$ cat src/rtl/trn_pkg.sv
package trn_pkg;

   typedef enum logic [1:0] {
      TC_NONE  = 2'd0,
      TC_OUTER = 2'd1,
      TC_INNER = 2'd2
   } txn_class_e;

endpackage

$ cat src/rtl/trn_nest_track.sv
module trn_nest_track
   import trn_pkg::*;
#(
   parameter int DEPTH_W = 4
) (
   input  logic clk,
   input  logic rst_n,
   input  logic flush,
   input  logic en,
   input  logic open_i,
   input  logic close_i,
   output logic outer_open_o,
   output logic outer_close_o
);

   localparam logic [DEPTH_W-1:0] DEPTH_MAX = '1;

   logic [DEPTH_W-1:0] depth_q;
   txn_class_e         open_cls;
   txn_class_e         close_cls;

   always_comb begin
      open_cls  = TC_NONE;
      close_cls = TC_NONE;
      if (open_i)
         open_cls = (depth_q == '0) ? TC_OUTER : TC_INNER;
      if (close_i)
         close_cls = (depth_q == DEPTH_W'(1)) ? TC_OUTER : TC_INNER;
   end

   assign outer_open_o  = (open_cls == TC_OUTER);
   assign outer_close_o = (close_cls == TC_OUTER);

   always_ff @(posedge clk) begin
      if (!rst_n || flush)
         depth_q <= '0;
      else if (en && open_i)
         depth_q <= depth_q + DEPTH_W'(1);
      else if (en && close_i)
         depth_q <= depth_q - DEPTH_W'(1);
   end

   // closes never outnumber opens, and the depth never wraps
   a_r8_close_balanced: assert property (@(posedge clk) disable iff (!rst_n)
      (en && close_i && !flush) |-> (depth_q != '0));
   a_r8_depth_no_wrap: assert property (@(posedge clk) disable iff (!rst_n)
      (en && open_i && !flush) |-> (depth_q != DEPTH_MAX));

endmodule

$ cat src/rtl/trn_snap_fifo.sv
module trn_snap_fifo #(
   parameter int WIDTH = 32,
   parameter int DEPTH = 2,
   localparam int PTR_W = $clog2(DEPTH),
   localparam int CNT_W = $clog2(DEPTH + 1)
) (
   input  logic             clk,
   input  logic             rst_n,
   input  logic             flush,
   input  logic             push,
   input  logic [WIDTH-1:0] din,
   input  logic             pop,
   output logic [WIDTH-1:0] dout,
   output logic             full,
   output logic             empty
);

   generate
      if (DEPTH < 2) begin : g_bad_depth
         $error("trn_snap_fifo: DEPTH must be at least 2");
      end
   endgenerate

   logic [PTR_W-1:0] wr_q;
   logic [PTR_W-1:0] rd_q;
   logic [CNT_W-1:0] cnt_q;
   logic [DEPTH-1:0][WIDTH-1:0] slot_q;

   assign full  = (cnt_q == CNT_W'(DEPTH));
   assign empty = (cnt_q == '0);
   assign dout  = slot_q[rd_q];

   function automatic logic [PTR_W-1:0] step(input logic [PTR_W-1:0] p);
      return (p == PTR_W'(DEPTH - 1)) ? '0 : p + PTR_W'(1);
   endfunction

   for (genvar i = 0; i < DEPTH; i++) begin : g_slot
      always_ff @(posedge clk) begin
         if (!rst_n)
            slot_q[i] <= '0;
         else if (push && !full && wr_q == PTR_W'(i))
            slot_q[i] <= din;
      end
   end

   always_ff @(posedge clk) begin
      if (!rst_n || flush) begin
         wr_q  <= '0;
         rd_q  <= '0;
         cnt_q <= '0;
      end else begin
         if (push && !full)
            wr_q <= step(wr_q);
         if (pop && !empty)
            rd_q <= step(rd_q);
         case ({push && !full, pop && !empty})
            2'b10:   cnt_q <= cnt_q + CNT_W'(1);
            2'b01:   cnt_q <= cnt_q - CNT_W'(1);
            default: cnt_q <= cnt_q;
         endcase
      end
   end

   // a push never meets a full queue (decode must have stalled)
   a_r3_no_overflow: assert property (@(posedge clk) disable iff (!rst_n)
      (push && !flush) |-> !full);
   // a snapshot is only armed when one is pending
   a_r4_pop_pending: assert property (@(posedge clk) disable iff (!rst_n)
      (pop && !flush) |-> !empty);

endmodule

$ cat src/rtl/trn_free_pool.sv
module trn_free_pool #(
   parameter int NUM_PHYS   = 16,
   parameter int NUM_ARCH   = 8,
   parameter bit ALLOC_HIGH = 1'b0,
   localparam int PREG_W = $clog2(NUM_PHYS)
) (
   input  logic                clk,
   input  logic                rst_n,
   input  logic                alloc_req,
   output logic                alloc_ok,
   output logic [PREG_W-1:0]   alloc_idx,
   input  logic                rel_valid,
   input  logic [PREG_W-1:0]   rel_idx,
   input  logic                pin_valid,
   input  logic [NUM_PHYS-1:0] pin_mask,
   input  logic                drain,
   input  logic                restore
);

   logic [NUM_PHYS-1:0] free_q, free_d;
   logic [NUM_PHYS-1:0] held_q, held_d;

   assign alloc_ok = |free_q;

   generate
      if (ALLOC_HIGH) begin : g_pick_high
         always_comb begin
            alloc_idx = '0;
            for (int i = 0; i < NUM_PHYS; i++)
               if (free_q[i]) alloc_idx = PREG_W'(i);
         end
      end else begin : g_pick_low
         always_comb begin
            alloc_idx = '0;
            for (int i = NUM_PHYS - 1; i >= 0; i--)
               if (free_q[i]) alloc_idx = PREG_W'(i);
         end
      end
   endgenerate

   always_comb begin
      free_d = free_q;
      held_d = held_q;
      if (restore) begin
         free_d = ~pin_mask;
         held_d = '0;
      end else begin
         if (alloc_req && alloc_ok)
            free_d[alloc_idx] = 1'b0;
         if (drain) begin
            free_d = free_d | held_q;
            held_d = '0;
         end
         if (rel_valid) begin
            if (pin_valid && pin_mask[rel_idx] && !drain)
               held_d[rel_idx] = 1'b1;
            else
               free_d[rel_idx] = 1'b1;
         end
      end
   end

   always_ff @(posedge clk) begin
      if (!rst_n) begin
         for (int i = 0; i < NUM_PHYS; i++)
            free_q[i] <= (i >= NUM_ARCH);
         held_q <= '0;
      end else begin
         free_q <= free_d;
         held_q <= held_d;
      end
   end

   // a register is never both free and held back
   a_r10_free_held_disjoint: assert property (@(posedge clk) disable iff (!rst_n)
      (free_q & held_q) == '0);
   // only registers named by the snapshot in effect are held
   a_r5_held_pinned: assert property (@(posedge clk) disable iff (!rst_n)
      (held_q & ~pin_mask) == '0);
   // nothing is held while no snapshot is in effect
   a_r6_idle_nothing_held: assert property (@(posedge clk) disable iff (!rst_n)
      !pin_valid |-> (held_q == '0));
   // a released register must have been in use
   a_r2_release_in_use: assert property (@(posedge clk) disable iff (!rst_n)
      (rel_valid && !restore) |-> !free_q[rel_idx]);

endmodule

$ cat src/rtl/trn_rename_top.sv
module trn_rename_top #(
   parameter int NUM_ARCH   = 8,
   parameter int NUM_PHYS   = 16,
   parameter int PC_W       = 16,
   parameter int NUM_RD     = 2,
   parameter int SNAP_DEPTH = 2,
   parameter int NEST_W     = 4,
   parameter bit ALLOC_HIGH = 1'b0,
   localparam int AREG_W = $clog2(NUM_ARCH),
   localparam int PREG_W = $clog2(NUM_PHYS),
   localparam int MAP_W  = NUM_ARCH * PREG_W,
   localparam int SNAP_W = PC_W + NUM_PHYS + MAP_W
) (
   input  logic                           clk,
   input  logic                           rst_n,
   input  logic                           dec_valid,
   input  logic                           dec_begin,
   input  logic                           dec_end,
   input  logic                           dec_dst_valid,
   input  logic [AREG_W-1:0]              dec_dst_arch,
   input  logic [PC_W-1:0]                dec_handler_pc,
   output logic                           dec_stall,
   output logic                           alloc_grant,
   output logic [PREG_W-1:0]              alloc_preg,
   output logic [PREG_W-1:0]              alloc_prev_preg,
   input  logic [NUM_RD-1:0][AREG_W-1:0]  lkp_arch,
   output logic [NUM_RD-1:0][PREG_W-1:0]  lkp_preg,
   input  logic                           grad_begin,
   input  logic                           grad_end,
   input  logic                           grad_free_valid,
   input  logic [PREG_W-1:0]              grad_free_preg,
   input  logic                           abort,
   output logic                           redirect_valid,
   output logic [PC_W-1:0]                redirect_pc
);

   generate
      if (NUM_PHYS <= NUM_ARCH) begin : g_bad_phys
         $error("trn_rename_top: NUM_PHYS must exceed NUM_ARCH");
      end
      if (NUM_ARCH < 2 || (1 << AREG_W) != NUM_ARCH) begin : g_bad_arch
         $error("trn_rename_top: NUM_ARCH must be a power of two, at least 2");
      end
      if (NUM_RD < 1) begin : g_bad_rd
         $error("trn_rename_top: NUM_RD must be at least 1");
      end
   endgenerate

   typedef logic [NUM_ARCH-1:0][PREG_W-1:0] map_t;

   map_t                map_q;
   logic [NUM_PHYS-1:0] saved_q;
   logic                act_valid_q;
   map_t                act_map_q;
   logic [NUM_PHYS-1:0] act_saved_q;
   logic [PC_W-1:0]     act_pc_q;
   logic                redir_v_q;
   logic [PC_W-1:0]     redir_pc_q;

   logic abort_take;
   logic dec_outer_open, dec_outer_close;
   logic grad_outer_open, grad_outer_close;
   logic dec_accept, ren_fire, snap_push, snap_pop;
   logic q_full, q_empty;
   logic pool_ok;
   logic [PREG_W-1:0] pool_idx;
   logic [SNAP_W-1:0] snap_in, snap_out;
   logic [PREG_W-1:0] prev_preg;

   assign abort_take = abort && act_valid_q;

   trn_nest_track #(.DEPTH_W(NEST_W)) u_dec_nest (
      .clk(clk), .rst_n(rst_n), .flush(abort_take), .en(dec_accept),
      .open_i(dec_valid && dec_begin), .close_i(dec_valid && dec_end),
      .outer_open_o(dec_outer_open), .outer_close_o(dec_outer_close)
   );

   trn_nest_track #(.DEPTH_W(NEST_W)) u_grad_nest (
      .clk(clk), .rst_n(rst_n), .flush(abort_take), .en(!abort_take),
      .open_i(grad_begin), .close_i(grad_end),
      .outer_open_o(grad_outer_open), .outer_close_o(grad_outer_close)
   );

   assign dec_stall = dec_valid &&
                      ((dec_begin && dec_outer_open && q_full) ||
                       (dec_dst_valid && !pool_ok));
   assign dec_accept  = dec_valid && !dec_stall && !abort_take;
   assign ren_fire    = dec_accept && dec_dst_valid;
   assign snap_push   = dec_accept && dec_begin && dec_outer_open;
   assign snap_pop    = grad_outer_open && !abort_take;

   assign prev_preg       = map_q[dec_dst_arch];
   assign alloc_grant     = ren_fire;
   assign alloc_preg      = pool_idx;
   assign alloc_prev_preg = prev_preg;

   assign snap_in = {dec_handler_pc, saved_q, map_q};

   trn_snap_fifo #(.WIDTH(SNAP_W), .DEPTH(SNAP_DEPTH)) u_pending (
      .clk(clk), .rst_n(rst_n), .flush(abort_take),
      .push(snap_push), .din(snap_in),
      .pop(snap_pop), .dout(snap_out),
      .full(q_full), .empty(q_empty)
   );

   trn_free_pool #(.NUM_PHYS(NUM_PHYS), .NUM_ARCH(NUM_ARCH), .ALLOC_HIGH(ALLOC_HIGH)) u_pool (
      .clk(clk), .rst_n(rst_n),
      .alloc_req(ren_fire), .alloc_ok(pool_ok), .alloc_idx(pool_idx),
      .rel_valid(grad_free_valid && !abort_take), .rel_idx(grad_free_preg),
      .pin_valid(act_valid_q), .pin_mask(act_saved_q),
      .drain(grad_outer_close && !abort_take),
      .restore(abort_take)
   );

   for (genvar r = 0; r < NUM_RD; r++) begin : g_lookup
      assign lkp_preg[r] = map_q[lkp_arch[r]];
   end

   // Working map and the set of registers it names
   always_ff @(posedge clk) begin
      if (!rst_n) begin
         for (int a = 0; a < NUM_ARCH; a++)
            map_q[a] <= PREG_W'(a);
         for (int p = 0; p < NUM_PHYS; p++)
            saved_q[p] <= (p < NUM_ARCH);
      end else if (abort_take) begin
         map_q   <= act_map_q;
         saved_q <= act_saved_q;
      end else if (ren_fire) begin
         map_q[dec_dst_arch] <= pool_idx;
         for (int p = 0; p < NUM_PHYS; p++) begin
            if (PREG_W'(p) == pool_idx)
               saved_q[p] <= 1'b1;
            else if (PREG_W'(p) == prev_preg)
               saved_q[p] <= 1'b0;
         end
      end
   end

   // Snapshot in effect
   always_ff @(posedge clk) begin
      if (!rst_n) begin
         act_valid_q <= 1'b0;
         act_map_q   <= '0;
         act_saved_q <= '0;
         act_pc_q    <= '0;
      end else if (abort_take) begin
         act_valid_q <= 1'b0;
      end else if (grad_outer_open) begin
         act_valid_q <= 1'b1;
         act_map_q   <= snap_out[MAP_W-1:0];
         act_saved_q <= snap_out[MAP_W +: NUM_PHYS];
         act_pc_q    <= snap_out[SNAP_W-1 -: PC_W];
      end else if (grad_outer_close) begin
         act_valid_q <= 1'b0;
      end
   end

   always_ff @(posedge clk) begin
      if (!rst_n) begin
         redir_v_q  <= 1'b0;
         redir_pc_q <= '0;
      end else begin
         redir_v_q <= abort_take;
         if (abort_take)
            redir_pc_q <= act_pc_q;
      end
   end

   assign redirect_valid = redir_v_q;
   assign redirect_pc    = redir_pc_q;

   // the working map always names NUM_ARCH registers
   a_r10_saved_count: assert property (@(posedge clk) disable iff (!rst_n)
      $countones(saved_q) == NUM_ARCH);
   // one snapshot in effect at a time
   a_r4_single_active: assert property (@(posedge clk) disable iff (!rst_n)
      (grad_outer_open && !abort_take) |-> !act_valid_q);
   // an outermost close always has its snapshot pending or in effect
   a_r4_close_has_snapshot: assert property (@(posedge clk) disable iff (!rst_n)
      (dec_accept && dec_outer_close) |-> (!q_empty || act_valid_q));
   // redirect is a one-cycle pulse following a taken abort
   a_r7_redirect_pulse: assert property (@(posedge clk) disable iff (!rst_n)
      redirect_valid |=> !redirect_valid);
   a_r7_redirect_cause: assert property (@(posedge clk) disable iff (!rst_n)
      $rose(redirect_valid) |-> $past(abort && act_valid_q));
   // a stalled decode changes neither map nor nesting
   a_r3_stall_no_rename: assert property (@(posedge clk) disable iff (!rst_n)
      (dec_stall && !abort_take) |=> $stable(map_q));

endmodule

$ cat config.mk
export PLATFORM = sky130hd
export DESIGN_NAME = trn_rename_top
export DESIGN_NICKNAME = d
export VERILOG_FILES = /design/src/rtl/trn_pkg.sv /design/src/rtl/trn_nest_track.sv /design/src/rtl/trn_snap_fifo.sv /design/src/rtl/trn_free_pool.sv /design/src/rtl/trn_rename_top.sv
export SDC_FILE = /design/constraint.sdc
export NUM_CORES = 1
export LEC_CHECK = 0
export BUFFER_PORTS_ARGS = -buffer_cell sky130_fd_sc_hd__clkbuf_2
export CELL_PAD_IN_SITES_DETAIL_PLACEMENT = 0
export CELL_PAD_IN_SITES_GLOBAL_PLACEMENT = 1
export CORE_MARGIN = 2
export CORE_UTILIZATION = 45
export DETAILED_ROUTE_END_ITERATION = 12
export GPL_TIMING_DRIVEN = 0
export PLACE_DENSITY_LB_ADDON = 0.1
export SYNTH_ARGS = -nofsm -noshare
export SYNTH_HDL_FRONTEND = slang
export SYNTH_SLANG_ARGS = --single-unit
$ cat constraint.sdc
create_clock -name clk -period 3.13 [get_ports clk]
set_input_delay 0.1565 -clock clk [delete_from_list [all_inputs] [get_ports clk]]
set_output_delay 0.1565 -clock clk [all_outputs]
set_load 0.01 [all_outputs]
==> results.toml, run 1 <==
[synth]
synth.avg_cell_area_um2 = 8.730
synth_cells = 1631
synth_seq_cells = 302
seq_area_frac_synth_pct = 42.46
synth_nets = 1678
synthFlopType = "dfxtp_1"
yosys_warnings = 0
synth_compound_area_share_pct = 22.04
synth-simple-area-share_pct = 20.25
yosys.area.top_type = "dfxtp_1"
synth-xor-area-share_pct = 0.6151
synth_top_area_share_pct = 42.46
synthAdderAreaFrac_pct = 0.7557
synth_edf_count = 0
synth_top_cells_by_area = "dfxtp_1, nand2_1, mux2i_1, a21boi_0, o211a_1"
synthArstFlopShare_pct = 0
synth.distinct_cells = 78
synth_area_um2 = 14240
synthMuxAreaShare_pct = 9.350
synth_top_family_by_area = "compound AO/OA/AOI/OAI gates"

[floorplan]
fp.dieH_um = 181.9
rows = 65
top_level_ports = 74
chipWidth_um = 181.9
core_area_um2 = 31390
die_area_um2 = 33080
initial_core_util_pct = 45.36

[worst_setup_path]
setup.worst_path.start_class = "register"
required_ns = 3.52
crit_chain = "clkbuf_1, nor4_2, and4_1, a21boi_0, nand3_1, ha_1, a21o_1, a21oi_1, xor2_1, nand2_1, xor2_1, nor2_1"
cpPeakStageDelay_ns = 0.50
crit_top_cell = "xor2_1"
crit_path_end_kind = "register"
path_class = "reg -> reg"
arrival_ns = 3.37
crit_fanout = 8
critical_path_buf_inv_count = 1
cp_top_family = "simple AND/OR/NAND/NOR gates"
slowest_stage = "nor4_2"

[final_layout]
n_antenna_cell = 0
final_cell_area_um2 = 16480
layout.nets = 1795
drive_gt1_share_pct = 12.06
syn_to_final_growth_pct = 15.71

[timing]
rsz0062_at_grt = "no"
tns_ns = 0
worst_pin_slew_ns = 1.358
fin_skew_ns = 0.01302
slew-limit-headroom_pct = 9.249
hold_violations = 0
setup-violations-final = 0
drv_slew = 0
period_share_pct = 95.41
min_period_ns = 2.986
hold_slack_ns = 0.03419
max_freq_mhz = 334.9

[clock_network]
cts_setup_buffers = 0
h-tree-depth = 2
cts_buffers = 35
clk_path_buf_depth = 3
cts_tree = "yes"
clk_pin_slew_worst_paths_ns = 0.06
clk_latency_ns = 0.52
clock_sinks = 302
ctsRootBufferMaster = "clkbuf_16"

[routing]
ant_nets = 0
drt-met1-wl_um = 21610
drc = 0
highest_layer = "met4"
wl_per_cell_um = 22.17
dr.first_iter.drc_count = 1150
wl_met3_um = 3779
drt_pass1_iterations = 5
drt-total-wl_um = 48260
via_per_inst = 5.803
wl_met2_um = 21300
vias = 12630

[pwr]
power_density_nw_per_um2 = 645.8
vdd_ir_drop_max_v = 0.0003874
p_leak_nw = 6.520
power_mw = 10.64

[grt]
first_global_vias = 12170
gr-total-overflow = 0
grt_pass1_wl_um = 74100
grt_usage_pct = 29.28
grt_antenna_before_repair = 0
grt_max_degree = 13

[place]
gp_congestion = 0.9139
io_buffers = 63
dp_hpwl_um = 34400
dpl_cell_area_um2 = 15070

[run]
cap_violations = 0

[min_path]
hp-class = "in -> reg"

[outcome]
status = "finished, final reports clean"
worst min-delay path: cells and delay by family:
kind / cells / cell delay (ns)
AOI/OAI and AO/OA: 1 / 0.16
and+or+nand+nor: 1 / 0.04
buffers and inverters: 1 / 0.15
path summary, 6_finish.rpt:
| path | to | slack (ns) | cells after the start | start |
|---|---|---|---|---|
| worst min-delay path | u_grad_nest.depth_q[1] | 0.03 | 3 | grad_begin |
| worst max-delay path | u_dec_nest.depth_q[3] | 0.14 | 12 | u_pool.free_q[5] |
| worst max register to register | u_dec_nest.depth_q[3] | 0.14 | 12 | u_pool.free_q[5] |
| worst min register to register | u_pending.slot_q[7] | 0.45 | 2 | u_pending.slot_q[7] |
cell usage after synthesis, types with 7 or more instances:
master       n
a221oi_1    20
o2111ai_1   13
ha_1         7
a32oi_1     18
clkbuf_1    79
a21oi_1     32
a21boi_0    91
nor2_1      70
a21boi_1    57
o21ai_0     20
buf_1       11
buf_2       35
mux4_2      20
nor4_1       7
o31ai_1      8
and2_1      14
nand3_1     37
nor3_1      10
inv_1       20
nand2b_1     7
o211ai_1     9
mux2i_1     73
nor2b_1     25
a31oi_1     13
o211a_1     66
dfxtp_1    302
nand2_1    440
a211oi_1     7
mux2_2      11
report_power, final:
group / switching (mW) / total, mW / leakage (nW) / internal [mW]
combinational: 1.24 / 1.91 / 3.47 / 0.663
sequential: 0.282 / 4.41 / 2.45 / 4.13
clock: 1.68 / 4.32 / 0.596 / 2.65
state kept, by name, indices dropped and copies added, names as in the netlist:
register / flops
u_pending.slot_q: 128
act_map_q: 32
map_q: 32
act_pc_q: 16
act_saved_q: 16
redirect_pc: 16
saved_q: 16
u_pool.free_q: 16
u_pool.held_q: 16
u_dec_nest.depth_q: 4
u_grad_nest.depth_q: 4
u_pending.cnt_q: 2
act_valid_q: 1
redirect_valid: 1
u_pending.rd_q: 1
u_pending.wr_q: 1
metal layers:
metal | vias up | GRT usage (%)
met5 | - | 0
met4 | 0 | 9.935
met3 | 92 | 5.636
met2 | 504 | 45.95
li1 | 5986 | -
met1 | 6052 | 40.48
cell type report:
class | count | area [um^2]
fill | 3034 | 14920
inverter | 22 | 82.58
clock buffer | 53 | 1045
buffer | 130 | 564.3
timing repair buffer | 80 | 483.0
clock inverter | 11 | 172.7
tap | 402 | 503.0
multi-input combinational | 1177 | 7580
sequential | 302 | 6046
repair_timing:
| item | in CTS | in global routing |
|---|---|---|
| hold endpoints to repair | 32 | 0 |
| hold buffers | 16 | 0 |
| endpoints found under the setup margin | 15 | 12 |
| resized for setup | 1 | 5 |
stage by stage:
step	worst slack [ns]	util (%)	cells
final	0.1437	52.48	2177
after global routing	0.01327	52.48	2177
after CTS	0.04353	52.41	2177
after detailed placement	-0.04766	48.02	2097
after global placement	-0.1662	47.96	2096
after floorplan	0.7015	-	1631
layout by cell type (no fill, tap or decap), drive strengths merged, types with 5 or more instances in the layout:
cell         synthesis  layout
a211o                5       5
a211oi               7       7
a21boi             148     148
a21oi               32      32
a221oi              20      20
a31oi               13      13
a32oi               18      18
and2                14      14
and3                 6       6
buf                 51      52
clkbuf              79     195
clkinv               0       5
dfxtp              302     302
dlygate4sd3          0      16
ha                   7       7
inv                 22      23
mux2                11      11
mux2i               73      73
mux4                21      21
nand2              441     441
nand2b               7       7
nand3               37      37
nand4                7       7
nand4b               6       6
nor2                71      71
nor2b               25      25
nor3                12      12
nor4                11      11
o2111ai             13      13
o211a               66      66
o211ai               9       9
o21a                 6       6
o21ai               21      21
o31ai                8       8
xnor2                6       6
cells by family after synthesis:
| kind of cell | Yosys count |
|---|---|
| simple gates | 657 |
| compound gates | 397 |
| flops | 302 |
| buf+inv | 152 |
| mux | 105 |
| xor+xnor | 10 |
| fa+ha+maj | 8 |
(Power assumes the default switching activity.)
==> run 2, diff against run 1 <==
--- a/config.mk
+++ b/config.mk
@@ -8,7 +8,6 @@
 export BUFFER_PORTS_ARGS = -buffer_cell sky130_fd_sc_hd__clkbuf_2
 export CELL_PAD_IN_SITES_DETAIL_PLACEMENT = 0
 export CELL_PAD_IN_SITES_GLOBAL_PLACEMENT = 1
-export CORE_MARGIN = 2
 export CORE_UTILIZATION = 45
 export DETAILED_ROUTE_END_ITERATION = 12
 export GPL_TIMING_DRIVEN = 0
==> results.toml, run 2 (synthesis results as in run 1) <==
[place]
dpl_cell_area_um2 = 15070
gp_congestion = 0.9404
io_buffers = 63
dp_hpwl_um = 34400

[clock_network]
cts_tree = "yes"
cts_buffers = 35
ctsRootBufferMaster = "clkbuf_16"
clk_path_buf_depth = 3
h-tree-depth = 2
clk_pin_slew_worst_paths_ns = 0.06
cts_setup_buffers = 0
clock_sinks = 302
clk_latency_ns = 0.52

[worst_setup_path]
crit_chain = "clkbuf_1, o31ai_1, a32oi_1, buf_6, clkbuf_1, o211ai_1, o211ai_1, mux2i_1"
setup.worst_path.start_class = "register"
cp_top_family = "compound AO/OA/AOI/OAI gates"
crit_fanout = 10
crit_path_end_kind = "register"
rrSetupSlack_ns = 0.11
slowest_stage = "a32oi_1"
arrival_ns = 3.45
path_class = "reg -> reg"
required_ns = 3.56
critical_path_buf_inv_count = 3
cpPeakStageDelay_ns = 0.68

[routing]
drc = 0
ant_nets = 0
vias = 12760
wl_per_cell_um = 22.19
dr.first_iter.drc_count = 1141
drt-total-wl_um = 48010
via_per_inst = 5.897
drt_pass1_iterations = 5

[final_layout]
largest_reg_flops = 128
syn_to_final_growth_pct = 14.80
n_fill_cell = 2945
drive_gt1_share_pct = 11.76
most-common-layout-cells = "nand2_1, dfxtp_1, a21boi_0, clkbuf_1, mux2i_1"
reg.largest.list = "u_pending.slot_q: 128 flops, act_map_q: 32 flops, map_q: 32 flops"
final_cell_area_um2 = 16350
layout.nets = 1795
regMostFlops = "u_pending.slot_q"
n_antenna_cell = 0
final_common_cell = "nand2_1"

[floorplan]
chipWidth_um = 179.9
die_area_um2 = 32360
rows = 64
top_level_ports = 74
core_area_um2 = 30830
fp.dieH_um = 179.9
initial_core_util_pct = 46.19

[grt]
grt_pass1_wl_um = 73950
first_global_vias = 12090
grt_usage_pct = 29.49
grt_antenna_before_repair = 0
gr-total-overflow = 0
grt_max_degree = 13

[min_path]
hp-class = "in -> reg"

[timing]
max_freq_mhz = 331.6
hold_slack_ns = 0.06135
min_period_ns = 3.016
fin_skew_ns = 0.01599
rsz0062_at_grt = "no"
drv_slew = 0
period_share_pct = 96.34
setup-violations-final = 0
hold_violations = 0
tns_ns = 0
slew-limit-headroom_pct = 4.715
worst_pin_slew_ns = 1.426

[pwr]
power_density_nw_per_um2 = 629.6
p_leak_nw = 6.464
vdd_ir_drop_max_v = 0.0003592

[outcome]
status = "finished, final reports clean"

[run]
cap_violations = 0
==> run 2: path summary, 6_finish.rpt <==
check	start	end	depth (start not counted)
setup / recovery	u_pool.free_q[5]	saved_q[5]	8
hold / removal	grad_begin	u_grad_nest.depth_q[1]	3
setup reg to reg	u_pool.free_q[5]	saved_q[5]	8
hold reg to reg	u_pending.slot_q[21]	u_pending.slot_q[21]	2
==> run 2: timing repair <==
item / CTS / global route
pin swaps: 0 / 0
hold buffers: 16 / 0
gates cloned: 0 / 0
endpoints found under the hold margin: 32 / 0
resized for setup: 2 / 6
endpoints found under the setup margin: 20 / 20
==> run 2: worst reg2reg max path, cell delays in order, from the launching register on <==
cell      delay [ns]
dfxtp_1         0.30
clkbuf_1        0.31
o31ai_1         0.14
a32oi_1         0.69
buf_6           0.24
clkbuf_1        0.54
o211ai_1        0.27
o211ai_1        0.21
mux2i_1         0.23
==> run 2: cell type report <==
class	instances	area [um^2]	area share, %
flip-flops and latches	302	6046	36.99
well taps	396	495.5	3.031
multi-input cells	1177	7576	46.35
clock buffers	50	982.2	6.009
plain buffers	129	561.8	3.437
clock inverters	7	107.6	0.6583
inverters	22	82.58	0.5052
repair buffers	81	494.2	3.024
==> run 2: per-layer routing <==
layer	vias to the layer above	routed length (um)	global-route usage, %
li1	5987	-	-
met1	6173	22250	42.35
met2	507	21050	45.74
met3	94	3556	4.437
met4	0	1152	8.276
met5	-	0	0
==> run 2: metrics by stage <==
stage	total power, mW	util (%)	setup slack [ns]	std cells
3_3_place_gp	6.311	48.81	-0.2768	2090
3_5_place_dp	6.339	48.89	-0.1073	2092
4_1_cts	10.30	52.95	0.1334	2165
2_1_floorplan	5.598	-	0.7015	1631
5_1_grt	10.68	53.02	0.01307	2164
6_report	10.29	53.02	0.1145	2164
==> run 2: where the power goes <==
part           switching [mW]  internal, mW
Sequential              0.280          4.13
Combinational            1.25         0.665
Clock                    1.62          2.34
Total                    3.15          7.14
==> run 3, diff against run 2 <==
--- a/config.mk
+++ b/config.mk
@@ -14,4 +14,5 @@
 export PLACE_DENSITY_LB_ADDON = 0.1
 export SYNTH_ARGS = -nofsm -noshare
 export SYNTH_HDL_FRONTEND = slang
+export SYNTH_HIERARCHICAL = 1
 export SYNTH_SLANG_ARGS = --single-unit
==> results.toml, run 3 <==
[outcome]
status = "finished, final reports clean"

[worst_setup_path]
reg2reg_from = "u_pool/free_q[8]"
cp-endpoint = "saved_q[4]"
critical_path_buf_inv_count = 0
required_ns = 3.60
rrSetupSlack_ns = 0.12
cp_top_family = "compound AO/OA/AOI/OAI gates"
critPathLaunch = "u_pool/free_q[8]"
cp.depth = 8
crit_fanout = 9
setup.worst_path.start_class = "register"
arrival_ns = 3.48
cpPeakStageDelay_ns = 0.51
reg2reg_depth = 8
crit_chain = "nor4_1, nand2_1, a21oi_4, a21boi_2, nand4b_1, o311ai_1, o22a_1, o31a_1"
path_class = "reg -> reg"
slowest_stage = "a21oi_4"
r2r-end = "saved_q[4]"
crit_path_end_kind = "register"

[timing]
min_period_ns = 3.011
worst_pin_slew_ns = 1.013
fin_skew_ns = 0.01627
tns_ns = 0
rsz0062_at_grt = "no"
setup-violations-final = 0
hold_violations = 0
max_freq_mhz = 332.2
drv_slew = 0
slew-limit-headroom_pct = 32.49
period_share_pct = 96.18

[final_layout]
reg.largest.list = "u_pending/slot_q: 128 flops, act_map_q: 32 flops, map_q: 32 flops"
layout.nets = 1799
drive_gt1_share_pct = 16.39
syn_to_final_growth_pct = 15.39
instances_no_fill = 2210
post-route-util_pct = 53.28
most-common-layout-cells = "nand2_1, dfxtp_1, mux2i_1, a21boi_0, clkbuf_1"
n_fill_cell = 3068
largest_reg_flops = 128
n_antenna_cell = 0
final_common_cell = "nand2_1"
regMostFlops = "u_pending/slot_q"
multiInputGateArea_um2 = 8118
seq_area_um2 = 6046
final_cell_area_um2 = 16990

[routing]
ant_nets = 0
via_per_inst = 5.575
dr.first_iter.drc_count = 842
drc = 0
wl_per_cell_um = 20.52
drt_pass1_iterations = 6
drt-total-wl_um = 45350
vias = 12320

[clock_network]
clk_latency_ns = 0.53
cts_tree = "yes"
h-tree-depth = 2
cts_buffers = 35
clock_sinks = 302
clk_pin_slew_worst_paths_ns = 0.06
clk_path_buf_depth = 3
ctsRootBufferMaster = "clkbuf_16"

[pwr]
vdd_ir_drop_max_v = 0.0004321
switching_share_pct = 29.55
p_comb_share_pct = 16.9
p_switching_mw = 2.946
power_density_nw_per_um2 = 587.1
seqPwrFrac_pct = 41.7
internal_power_mw = 7.026
power_mw = 9.972
p_clk_share_pct = 41.4
p_leak_nw = 6.689

[place]
dpl_cell_area_um2 = 15600
dp_hpwl_um = 32830
io_buffers = 67
gp_congestion = 0.8721
dp.cells = 2133

[grt]
grt.busiest_layer = "met2"
grtUsageMet2_pct = 44.09
use_met3_pct = 4.686
grt_max_degree = 24
grt_pass1_wl_um = 70110
met1_usage_pct = 37.19
gr-total-overflow = 0
first_global_vias = 11980
grt_antenna_before_repair = 0
grt_usage_pct = 27.27

[min_path]
hp-class = "in -> reg"
hp-start = "grad_end"

[floorplan]
chipWidth_um = 182.9
initial_core_util_pct = 46.17
top_level_ports = 74
core_area_um2 = 31880
fp.dieH_um = 182.9
rows = 65
die_area_um2 = 33440

[synth]
yosys_warnings = 6
synth_nets = 1678
synth_cells = 1631
synth_area_um2 = 14720
synth.avg_cell_area_um2 = 9.025

[run]
cap_violations = 0
==> run 3: final cells by class <==
class,instances,share of cell area [%]
buffer,113,3.293
clock buffer,51,5.878
clock inverter,9,0.8176
inverter,21,0.4641
multi-input combinational,1195,47.79
sequential,302,35.59
tap,435,3.204
timing repair buffer,84,2.961
==> run 3: layer usage <==
metal | share of wire (%) | vias to the layer above | routed length (um)
li1 | - | 5943 | -
met1 | 46 | 5995 | 21030
met2 | 46 | 316 | 20700
met3 | 5.6 | 67 | 2539
met4 | 2.4 | 0 | 1080
met5 | 0 | - | 0
==> run 3: through the flow <==
stage | setup slack [ns] | hold slack, ns
3_3_place_gp | -0.4610 | 0.4120
6_report | 0.1194 | 0.02269
3_5_place_dp | -0.4184 | 0.4196
2_1_floorplan | 0.5209 | 0.3024
5_1_grt | 0.01469 | 0.07678
4_1_cts | 0.01315 | 0.006996
==> run 3: timing repair <==
item	4_1_cts	5_1_grt
gates resized for setup	12	21
pin swaps	0	0
setup endpoints to repair	146	149
hold buffers	16	0
hold endpoints to repair	32	0
buffers inserted	0	1
==> run 3: worst min path at each step <==
stage                        endpoint  slack (ns)  cells after the start
2_1_floorplan        u_pool/free_q[0]        0.30                      1
3_3_place_gp     u_pending/slot_q[59]        0.41                      3
3_5_place_dp     u_pending/slot_q[58]        0.42                      3
4_1_cts        u_grad_nest/depth_q[1]       0.007                      4
5_1_grt        u_grad_nest/depth_q[3]        0.08                      3
6_report       u_grad_nest/depth_q[1]        0.02                      4
==> run 3: worst reg2reg max path: cells and delay by family (launching register included) <==
kind            cells  cell delay, ns
compound gates      5            1.69
simple gates        3            0.89
flops               1            0.38
==> run 3: power by group through the flow <==
stage / Combinational, mW / Clock (mW) / Sequential, mW
after floorplan: 1.06 / 0 / 4.16
after global placement: 1.61 / 0 / 4.23
after detailed placement: 1.62 / 0 / 4.23
after CTS: 1.65 / 4.21 / 4.14
after global routing: 1.82 / 4.38 / 4.17
final: 1.69 / 4.13 / 4.15
